===== config.mk =====
export PLATFORM = sky130hd
export DESIGN_NAME = tile_fetch_seq
export DESIGN_NICKNAME = d
export VERILOG_FILES = /design/src/rtl/tfs_pkg.sv /design/src/rtl/tfs_window.sv /design/src/rtl/tfs_coarse.sv /design/src/rtl/tfs_latch.sv /design/src/rtl/tile_fetch_seq.sv
export SDC_FILE = /design/constraint.sdc
export NUM_CORES = 1
export LEC_CHECK = 0
export ABC_AREA = 1
export BUFFER_PORTS_ARGS = -buffer_cell sky130_fd_sc_hd__clkbuf_2
export CELL_PAD_IN_SITES_DETAIL_PLACEMENT = 1
export CELL_PAD_IN_SITES_GLOBAL_PLACEMENT = 2
export CORE_ASPECT_RATIO = 0.5
export CORE_UTILIZATION = 24
export DETAILED_ROUTE_END_ITERATION = 7
export GPL_TIMING_DRIVEN = 0
export PLACE_DENSITY = 0.78
export SLEW_MARGIN = 20
export SYNTH_ARGS = -nofsm -noshare
export SYNTH_HDL_FRONTEND = slang
export SYNTH_SLANG_ARGS = --single-unit

===== constraint.sdc =====
create_clock -name clk -period 1.3 [get_ports clk]
set_clock_uncertainty 0.2 [all_clocks]
set_input_delay 0 -clock clk [delete_from_list [all_inputs] [get_ports clk]]
set_output_delay 0 -clock clk [all_outputs]
set_load 0.02 [all_outputs]

===== src/rtl/tfs_pkg.sv =====
package tfs_pkg;

    localparam int CX_W   = 5;
    localparam int CY_W   = 5;
    localparam int FY_W   = 3;
    localparam int DATA_W = 8;
    localparam int ADDR_W = 14;
    localparam int PAL_W  = 2;

    // Slot within an 8-clock tile period; the order is behaviour.
    typedef enum logic [2:0] {
        SL_NAME_A = 3'd0,
        SL_NAME_D = 3'd1,
        SL_ATTR_A = 3'd2,
        SL_ATTR_D = 3'd3,
        SL_LO_A   = 3'd4,
        SL_LO_D   = 3'd5,
        SL_HI_A   = 3'd6,
        SL_HI_D   = 3'd7
    } slot_e;

    typedef struct packed {
        logic [DATA_W-1:0] lo;
        logic [DATA_W-1:0] hi;
        logic [PAL_W-1:0]  pal;
    } tile_t;

    function automatic logic [ADDR_W-1:0] name_addr(
        input logic [1:0]      nsel,
        input logic [CY_W-1:0] cy,
        input logic [CX_W-1:0] cx
    );
        return {2'b10, nsel, cy, cx};
    endfunction

    function automatic logic [ADDR_W-1:0] attr_addr(
        input logic [1:0]      nsel,
        input logic [CY_W-1:0] cy,
        input logic [CX_W-1:0] cx
    );
        return {2'b10, nsel, 4'b1111, cy[4:2], cx[4:2]};
    endfunction

    function automatic logic [ADDR_W-1:0] pat_addr(
        input logic              psel,
        input logic [DATA_W-1:0] tile,
        input logic              plane,
        input logic [FY_W-1:0]   fy
    );
        return {1'b0, psel, tile, plane, fy};
    endfunction

    function automatic logic [PAL_W-1:0] pal_pick(
        input logic [DATA_W-1:0] attr,
        input logic              cx1,
        input logic              cy1
    );
        logic [PAL_W-1:0] r;
        case ({cy1, cx1})
            2'b00:   r = attr[1:0];
            2'b01:   r = attr[3:2];
            2'b10:   r = attr[5:4];
            default: r = attr[7:6];
        endcase
        return r;
    endfunction

endpackage


===== src/rtl/tfs_window.sv =====
module tfs_window
    import tfs_pkg::*;
#(
    parameter int DOT_W     = 9,
    parameter int VIS_FIRST = 1,
    parameter int VIS_LAST  = 256,
    parameter int PRE_FIRST = 321,
    parameter int PRE_LAST  = 336
) (
    input  logic             en,
    input  logic [DOT_W-1:0] dot,
    output logic             active,
    output slot_e            slot
);
    logic in_vis;
    logic in_pre;
    logic [DOT_W-1:0] rel;

    always_comb begin
        in_vis = (int'(dot) >= VIS_FIRST) && (int'(dot) <= VIS_LAST);
        in_pre = (int'(dot) >= PRE_FIRST) && (int'(dot) <= PRE_LAST);
        active = en && (in_vis || in_pre);
        rel    = dot - DOT_W'(VIS_FIRST);
        slot   = slot_e'(rel[2:0]);
    end
endmodule


===== src/rtl/tfs_coarse.sv =====
module tfs_coarse
    import tfs_pkg::*;
(
    input  logic            clk,
    input  logic            rst,
    input  logic            step,
    input  logic            reload,
    input  logic [CX_W-1:0] scroll,
    output logic [CX_W-1:0] cx
);
    always_ff @(posedge clk) begin
        if (rst)
            cx <= '0;
        else if (reload)
            cx <= scroll;
        else if (step)
            cx <= cx + 1'b1;
    end

    AST_NO_STEP_AND_RELOAD: assert property (@(posedge clk) disable iff (rst)
        !(step && reload));
endmodule


===== src/rtl/tfs_latch.sv =====
module tfs_latch
    import tfs_pkg::*;
(
    input  logic              clk,
    input  logic              rst,
    input  logic              active,
    input  slot_e             slot,
    input  logic [DATA_W-1:0] rdata,
    input  logic              cx1,
    input  logic              cy1,
    output logic [DATA_W-1:0] name_byte,
    output tile_t             tile,
    output logic              load
);
    logic [PAL_W-1:0]  pal_q;
    logic [DATA_W-1:0] lo_q;

    always_ff @(posedge clk) begin
        if (rst) begin
            name_byte <= '0;
            pal_q     <= '0;
            lo_q      <= '0;
            tile      <= '0;
            load      <= 1'b0;
        end else begin
            load <= 1'b0;
            if (active) begin
                case (slot)
                    SL_NAME_D: name_byte <= rdata;
                    SL_ATTR_D: pal_q     <= pal_pick(rdata, cx1, cy1);
                    SL_LO_D:   lo_q      <= rdata;
                    SL_HI_D: begin
                        tile <= '{lo: lo_q, hi: rdata, pal: pal_q};
                        load <= 1'b1;
                    end
                    default: ;
                endcase
            end
        end
    end

    AST_LOAD_SINGLE: assert property (@(posedge clk) disable iff (rst)
        load |=> !load);
    AST_TILE_HOLD: assert property (@(posedge clk) disable iff (rst)
        !load |-> $stable(tile));
endmodule


===== src/rtl/tile_fetch_seq.sv =====
module tile_fetch_seq
    import tfs_pkg::*;
#(
    parameter int DOT_W      = 9,
    parameter int VIS_FIRST  = 1,
    parameter int VIS_LAST   = 256,
    parameter int PRE_FIRST  = 321,
    parameter int PRE_LAST   = 336,
    parameter int RELOAD_DOT = 257
) (
    input  logic              clk,
    input  logic              rst,
    input  logic              render_en,
    input  logic [DOT_W-1:0]  dot,
    input  logic [4:0]        scroll_cx,
    input  logic [4:0]        coarse_y,
    input  logic [2:0]        fine_y,
    input  logic [1:0]        name_sel,
    input  logic              pat_sel,
    input  logic [7:0]        vram_rdata,
    output logic [13:0]       vram_addr,
    output logic              vram_rd,
    output logic              tile_load,
    output logic [7:0]        tile_lo,
    output logic [7:0]        tile_hi,
    output logic [1:0]        tile_pal
);
    logic              active;
    slot_e             slot;
    logic [CX_W-1:0]   cx;
    logic [DATA_W-1:0] name_byte;
    tile_t             tile;
    logic              step;
    logic              reload;

    tfs_window #(
        .DOT_W(DOT_W), .VIS_FIRST(VIS_FIRST), .VIS_LAST(VIS_LAST),
        .PRE_FIRST(PRE_FIRST), .PRE_LAST(PRE_LAST)
    ) u_window (
        .en(render_en), .dot(dot), .active(active), .slot(slot)
    );

    assign step   = active && (slot == SL_HI_D);
    assign reload = render_en && (int'(dot) == RELOAD_DOT);

    tfs_coarse u_coarse (
        .clk(clk), .rst(rst), .step(step), .reload(reload),
        .scroll(scroll_cx), .cx(cx)
    );

    tfs_latch u_latch (
        .clk(clk), .rst(rst), .active(active), .slot(slot),
        .rdata(vram_rdata), .cx1(cx[1]), .cy1(coarse_y[1]),
        .name_byte(name_byte), .tile(tile), .load(tile_load)
    );

    always_comb begin
        vram_rd = active && !slot[0];
        case (slot)
            SL_NAME_A: vram_addr = name_addr(name_sel, coarse_y, cx);
            SL_ATTR_A: vram_addr = attr_addr(name_sel, coarse_y, cx);
            SL_LO_A:   vram_addr = pat_addr(pat_sel, name_byte, 1'b0, fine_y);
            SL_HI_A:   vram_addr = pat_addr(pat_sel, name_byte, 1'b1, fine_y);
            default:   vram_addr = '0;
        endcase
    end

    assign tile_lo  = tile.lo;
    assign tile_hi  = tile.hi;
    assign tile_pal = tile.pal;

    AST_STROBE_GAP: assert property (@(posedge clk) disable iff (rst)
        vram_rd |=> !vram_rd);
    AST_LOAD_STEPS_CX: assert property (@(posedge clk) disable iff (rst)
        tile_load |-> cx == CX_W'($past(cx) + 1'b1));
    AST_NO_LOAD_DISABLED: assert property (@(posedge clk) disable iff (rst)
        !render_en |=> !tile_load);
endmodule


==> metrics.yaml, run 1 <==
vdd_drop_max_mv: 0.4713
gp_congestion: 0.7634
fmax_ghz: 0.7322
tritoncts_clock_tree: "done"
startpoint_type: "flop"
routed_wl_um: 7868
seq_area_frac_synth_pct: 37.97
drcViolationCount: 0
setup.reg_to_reg.worst_slack_ps: -40
clkTransAtPathRegs_ps: 60
number_of_global_route_vias_before_repair: 2393
max-slew-margin-rel_pct: 59.00
failed_checks: "hold timing, setup timing"
finalHoldWorstSlack_ps: -56.01
port_buffers: 68
core_um2: 8828
finalWorstSetupSlack_ps: -65.66
diodes: 0
final_nets: 477
netlist_area_um2: 2215
maxCapViolations: 0
synth_top_cell_by_area: "sky130_fd_sc_hd__dfxtp_1"
place_hpwl_um: 5584
global_route.overflow_total: 0
path_cells: "buf_12 -> inv_6 -> o221ai_4 -> buf_8"
synthDistinctLibCells: 33
synthCells: 333
worst_skew_pair.late_latency_ps: 290
mapped_avg_cell_area_um2: 6.651
cts_htree_levels: 2
synth_warnings: 0
antenna_left: 0
num_io_pins: 70
setup.worst_path.end_class: "output port"
cts.sinks: 42
critPathArrivalTime_ps: 1170
syn2layout_area_growth_pct: 58.30
grt_pass1_wl_um: 12460
floorplan.initialDensity_pct: 25.09
worst_pin_slew_ps: 615.0
critical_path.max_fanout: 5
synth-seq-cells: 42
rsz0062_at_grt: "true"
timing.final.crit_period_ps: 1366
grt_util_all_layers_pct: 16.79
multi_input_comb_area_um2: 1313
type_of_the_setup_path_with_the_least_slack: "flop to output port"
mappedNetlistNets: 370
grt_antenna_before_repair: 0
worst_r2r_path_depth: 6
numCtsBuffers: 5
cellLeakagePower_nw: 1.588
final.period_utilization_pct: 105.1
vias_per_cell: 4.527
design.die.area_um2: 9639
hold-path-cell-count: 4
fin_setup_tns_ps: -162.1
cts.path.max_buffers: 2
sequential_cell_area_um2: 857.1
clockRootBuffer: "sky130_fd_sc_hd__clkbuf_16"
power_per_cell_area_nw_per_um2: 944.2
route.detailed.wl_per_inst_um: 14.10
slowest_stage_cell_crit_path: "sky130_fd_sc_hd__dfxtp_4"
final-setup-viol-count: 7
final_max_slew_viol_count: 0
synth_top_cell_area_share_pct: 37.97
post-route-cell-area_um2: 3506
finalHoldViolations: 8
timing.critical_path.slowest_cell_delay_ps: 380
holdBufCountCts: 14
final_layout_size_suffix_gt1_share_pct: 36.51
chipHeight_um: 69.93
drtIter0Drc: 116
worst_hold_path_type: "input port to flop"
post_synth_main_area_contributors: "sky130_fd_sc_hd__dfxtp_1 38%, sky130_fd_sc_hd__nand2_1 14%, sky130_fd_sc_hd__nand3_1 9.7%"
postPlaceCellArea_um2: 2721
outcome: "finished with violations"
rows: 24
detail_route.first_pass.iterations: 5
critical_path_required_ps: 1100
fillCellCount: 1118
vias: 2526
die_w_um: 137.9
largest_net_degree_at_the_start_of_global_routing: 15
==> critical path, delay by kind of cell (launching register included) <==
family | cells | cell delay (ps)
DFF | 1 | 380
buffers and inverters | 3 | 290
AOI/OAI and AO/OA | 1 | 210
==> registers in the layout, indices dropped and copies added (netlist names) <==
| signal | flops |
|---|---|
| u_latch.tile | 18 |
| u_latch.lo_q | 8 |
| u_latch.name_byte | 8 |
| u_coarse.cx | 5 |
| u_latch.pal_q | 2 |
| u_latch.load | 1 |
==> cells in the final DEF (no fill, tap or decap), types with 14 or more instances in the layout <==
cell,synthesis,final
sky130_fd_sc_hd__dfxtp_1,42,35
sky130_fd_sc_hd__a21oi_1,31,29
sky130_fd_sc_hd__buf_4,3,23
sky130_fd_sc_hd__nand3_1,43,42
sky130_fd_sc_hd__dlygate4sd3_1,0,14
sky130_fd_sc_hd__nand2_1,80,76
sky130_fd_sc_hd__clkbuf_2,0,55
sky130_fd_sc_hd__inv_1,46,38
sky130_fd_sc_hd__nor2_1,29,24
==> layer usage <==
| layer | global-route usage, % | part of all wire (%) |
|---|---|---|
| met5 | 0 | 0 |
| met4 | 4.106 | 1.2 |
| met3 | 3.413 | 4.3 |
| met2 | 25.61 | 45 |
| met1 | 23.96 | 49 |
==> report_power, final <==
group          leakage, nW  internal [mW]  switching, mW
combinational         1.16          0.227          0.308
sequential           0.343           1.30         0.0121
clock               0.0842          0.910          0.554
==> Yosys cell counts <==
master and number:
sky130_fd_sc_hd__a21oi_1 31, sky130_fd_sc_hd__a21oi_4 1, sky130_fd_sc_hd__a221oi_1 1, sky130_fd_sc_hd__a22oi_1 2
sky130_fd_sc_hd__a31oi_1 3, sky130_fd_sc_hd__and3_1 2, sky130_fd_sc_hd__buf_1 1, sky130_fd_sc_hd__buf_2 3
sky130_fd_sc_hd__buf_4 3, sky130_fd_sc_hd__buf_6 1, sky130_fd_sc_hd__clkbuf_1 5, sky130_fd_sc_hd__dfxtp_1 42
sky130_fd_sc_hd__ha_1 1, sky130_fd_sc_hd__inv_1 46, sky130_fd_sc_hd__inv_2 4, sky130_fd_sc_hd__nand2_1 80
sky130_fd_sc_hd__nand2_2 1, sky130_fd_sc_hd__nand2_4 2, sky130_fd_sc_hd__nand3_1 43, sky130_fd_sc_hd__nand3_2 1
sky130_fd_sc_hd__nand3b_2 1, sky130_fd_sc_hd__nor2_1 29, sky130_fd_sc_hd__nor2_2 1, sky130_fd_sc_hd__nor2_4 2
sky130_fd_sc_hd__nor3_1 2, sky130_fd_sc_hd__nor3_2 1, sky130_fd_sc_hd__o2111ai_1 1, sky130_fd_sc_hd__o21a_1 1
sky130_fd_sc_hd__o21ai_0 14, sky130_fd_sc_hd__o21bai_1 1, sky130_fd_sc_hd__o221ai_1 4, sky130_fd_sc_hd__or2_2 1
sky130_fd_sc_hd__xor2_1 2
==> kinds of logic (layout without fill, tap and decap cells) <==
logic type                 Yosys count  in the layout  synth area share [%]
DFF                                 42             42                 37.97
buffers and inverters               63            171                 11.69
xor gates and xnor gates             2              2                0.7911
and+or+nand+nor                    166            166                 33.50
adders and majority gates            1              1                0.5649
AOI/OAI and AO/OA                   59             59                 15.48
==> timing repair <==
action	4_1_cts	5_1_grt
resized for setup	54	44
endpoints found under the hold margin	29	6
setup buffers	12	8
setup endpoints to repair	34	52
pin swaps	13	23
==> path summary, 6_finish.rpt <==
path,end,from
hold / removal,u_latch.name_byte[2],dot[2]
setup reg to reg,u_coarse.cx[2],u_coarse.cx[1]
hold reg to reg,u_latch.name_byte[4],u_latch.name_byte[4]
setup / recovery,vram_addr[1],u_coarse.cx[1]
==> metrics by stage <==
stage / power [mW] / setup slack, ps / utilization, % / instances
5_1_grt: 3.449 / -125.8 / 39.71 / 558
2_1_floorplan: 1.567 / -3.294 / - / 333
6_report: 3.310 / -65.66 / 39.71 / 558
3_3_place_gp: 1.730 / -437.9 / 30.82 / 518
4_1_cts: 3.305 / -24.76 / 37.66 / 551
3_5_place_dp: 1.733 / -445.0 / 30.82 / 518
==> cell type report <==
| class | count | share of cell area, % |
|---|---|---|
| Clock inverter | 3 | 1.249 |
| Sequential cell | 42 | 24.45 |
| Inverter | 50 | 5.889 |
| Buffer | 12 | 2.391 |
| Timing Repair Buffer | 101 | 20.84 |
| Clock buffer | 5 | 3.569 |
| Tap cell | 117 | 4.176 |
| Multi-Input combinational cell | 228 | 37.44 |
Note: power is estimated with default switching activity, not from simulation.
==> run 2: changes to the inputs <==
--- a/config.mk
+++ b/config.mk
@@ -5,15 +5,14 @@
 export SDC_FILE = /design/constraint.sdc
 export NUM_CORES = 1
 export LEC_CHECK = 0
-export ABC_AREA = 1
 export BUFFER_PORTS_ARGS = -buffer_cell sky130_fd_sc_hd__clkbuf_2
 export CELL_PAD_IN_SITES_DETAIL_PLACEMENT = 1
 export CELL_PAD_IN_SITES_GLOBAL_PLACEMENT = 2
 export CORE_ASPECT_RATIO = 0.5
-export CORE_UTILIZATION = 24
+export CORE_UTILIZATION = 26
 export DETAILED_ROUTE_END_ITERATION = 7
 export GPL_TIMING_DRIVEN = 0
-export PLACE_DENSITY = 0.78
+export PLACE_DENSITY = 0.77
 export SLEW_MARGIN = 20
 export SYNTH_ARGS = -nofsm -noshare
 export SYNTH_HDL_FRONTEND = slang
==> metrics.yaml, run 2 <==
outcome: "finished with violations"
failed_checks: "setup timing"
final_max_slew_viol_count: 0
hold-path-endpoint: "u_latch.pal_q[1]"
final.period_utilization_pct: 159.0
routed_wl_um: 6995
hold-path-cell-count: 4
place_ws_ps: -1541
route.detailed.wl_per_inst_um: 15.93
critical_path_required_ps: 1250
largest_register_ffs: 18
port_buffers: 68
floorplan.initialDensity_pct: 27.32
grt_antenna_before_repair: 0
mostFrequentLayoutCell: "sky130_fd_sc_hd__clkbuf_2"
largest-register: "u_latch.tile"
gp_congestion: 0.7256
postPlaceCellArea_um2: 2532
power_per_cell_area_nw_per_um2: 937.1
synth_edf_count: 0
antenna_left: 0
synth_top_cell_area_share_pct: 41.25
post-route-cell-area_um2: 3188
startpoint_type: "input port"
detail_route.first_pass.iterations: 4
setup.reg_to_reg.worst_slack_ps: -180
instances_no_fill: 439
worst_pin_slew_ps: 647.0
synthMostInstantiatedCell: "sky130_fd_sc_hd__nor2_1"
drtIter0Drc: 75
dp.cells: 398
seq_area_frac_synth_pct: 41.25
p_total_mw: 2.987
clockRootBuffer: "sky130_fd_sc_hd__clkbuf_16"
rr_endpoint: "u_coarse.cx[4]"
synth_top_cell_by_area: "sky130_fd_sc_hd__dfxtp_1"
rsz0062_at_grt: "true"
post_synth_main_area_contributors: "sky130_fd_sc_hd__dfxtp_1 41%, sky130_fd_sc_hd__mux2i_1 23%, sky130_fd_sc_hd__nor2_1 11%"
cts_htree_levels: 2
place_hpwl_um: 4555
biggest_regs: "u_latch.tile: 18 flops, u_latch.lo_q: 8 flops, u_latch.name_byte: 8 flops"
mapped_avg_cell_area_um2: 9.181
type_of_the_setup_path_with_the_least_slack: "input port to flop"
synthDistinctLibCells: 34
maxCapViolations: 0
synth-async-reset-ratio_pct: 0
critPathArrivalTime_ps: 2010
fmax_ghz: 0.4836
finalWorstSetupSlack_ps: -767.6
mappedNetlistNets: 259
clkTransAtPathRegs_ps: 60
timing.hold.worst.start: "vram_rdata[7]"
synth_top_flop_cell: "sky130_fd_sc_hd__dfxtp_1"
vias: 2030
netlist_area_um2: 2038
worst_skew_pair.late_latency_ps: 280
global_route.overflow_total: 0
finalHoldViolations: 0
grt_util_all_layers_pct: 16.94
chipHeight_um: 64.61
final_nets: 367
tritoncts_clock_tree: "done"
diodes: 0
largest_net_degree_at_the_start_of_global_routing: 16
synthCells: 222
cellLeakagePower_nw: 1.397
timing.critical_path.from: "dot[0]"
r2r_start: "u_coarse.cx[1]"
core_um2: 7460
synth-seq-cells: 42
numCtsBuffers: 5
rows: 22
synth_warnings: 0
fillCellCount: 876
max-slew-margin-rel_pct: 56.50
leading_cell_types_by_count_after_synthesis: "61 x sky130_fd_sc_hd__nor2_1, 46 x sky130_fd_sc_hd__mux2i_1, 42 x sky130_fd_sc_hd__dfxtp_1"
final-setup-viol-count: 48
syn2layout_area_growth_pct: 56.42
number_of_global_route_vias_before_repair: 2088
design.die.area_um2: 8219
cts.path.max_buffers: 2
worst_hold_path_type: "input port to flop"
setup.worst_path.end_class: "flop"
most-common-layout-cells: "64 x sky130_fd_sc_hd__clkbuf_2, 61 x sky130_fd_sc_hd__nor2_1, 46 x sky130_fd_sc_hd__mux2i_1, 37 x sky130_fd_sc_hd__dfxtp_1"
worst_r2r_path_depth: 5
drcViolationCount: 0
cts.sinks: 42
fin_setup_tns_ps: -30480
vias_per_cell: 4.624
multi_input_comb_area_um2: 1184
critical_path.max_fanout: 8
num_io_pins: 70
final_layout_size_suffix_gt1_share_pct: 38.67
vdd_drop_max_mv: 0.6532
sequential_cell_area_um2: 852.1
die_w_um: 127.2
grt_pass1_wl_um: 10810
timing.final.crit_period_ps: 2068
run 2: critical path, cell delays in order:
cell and delay, ps:
sky130_fd_sc_hd__buf_8 90, sky130_fd_sc_hd__or4_4 550, sky130_fd_sc_hd__or4_4 560, sky130_fd_sc_hd__a2111oi_4 380, sky130_fd_sc_hd__buf_12 190, sky130_fd_sc_hd__mux2i_1 180
sky130_fd_sc_hd__nor2_1 60
run 2: repair_timing:
| item | 4_1_cts | 5_1_grt |
|---|---|---|
| setup buffers | 12 | 8 |
| cloned | 0 | 2 |
| setup endpoints to repair | 55 | 54 |
| resized for setup | 27 | 34 |
| pin swaps | 8 | 10 |
| hold endpoints to repair | 29 | 0 |
| hold buffers | 14 | 0 |
run 2: final cells by class:
cell class / count / share of cell area [%]
multi-input cells: 162 / 37.13
flip-flops and latches: 42 / 26.73
repair buffers: 103 / 23.16
well taps: 108 / 4.239
clock buffers: 5 / 3.925
plain buffers: 13 / 3.689
clock inverters: 3 / 0.7849
inverters: 3 / 0.3532
run 2: worst max-delay path by stage:
stage                      endpoint  slack, ps  cells after the start
6_report       u_latch.name_byte[7]       -770                      7
5_1_grt        u_latch.name_byte[6]       -870                      7
4_1_cts        u_latch.name_byte[7]       -760                      7
3_5_place_dp   u_latch.name_byte[4]      -1540                      7
3_3_place_gp   u_latch.name_byte[7]      -1500                      7
2_1_floorplan  u_latch.name_byte[2]      -1150                      6
run 2: logic make-up after synthesis:
| logic type | Yosys count | synth area share, % |
|---|---|---|
| AO/OA/AOI/OAI | 26 | 9.209 |
| XOR/XNOR | 3 | 1.289 |
| adder cells (fa/ha/maj) | 1 | 0.6138 |
| buffers and inverters | 18 | 4.236 |
| flip-flops | 42 | 41.25 |
| multiplexers | 48 | 24.80 |
| AND/OR/NAND/NOR | 84 | 18.60 |
run 2: layer usage:
| metal | vias to the layer above | global-route usage [%] | wire [um] |
|---|---|---|---|
| met5 | - | 0 | 0 |
| met4 | 0 | 3.720 | 78 |
| met3 | 8 | 2.560 | 197 |
| met2 | 40 | 29.95 | 3313 |
| met1 | 999 | 21.95 | 3405 |
| li1 | 983 | - | - |
run 2: where the power goes:
part | switching (mW) | internal (mW)
logic | 0.231 | 0.193
clock network | 0.535 | 0.721
registers | 0.00934 | 1.30
run 2: per-stage QoR:
| step | hold WS [ps] | util, % |
|---|---|---|
| after floorplan | -91.38 | - |
| after global routing | 18.22 | 42.74 |
| after detailed placement | 16.08 | 33.95 |
| final | 8.977 | 42.74 |
| after CTS | -30.27 | 40.10 |
| after global placement | 1.710 | 33.95 |
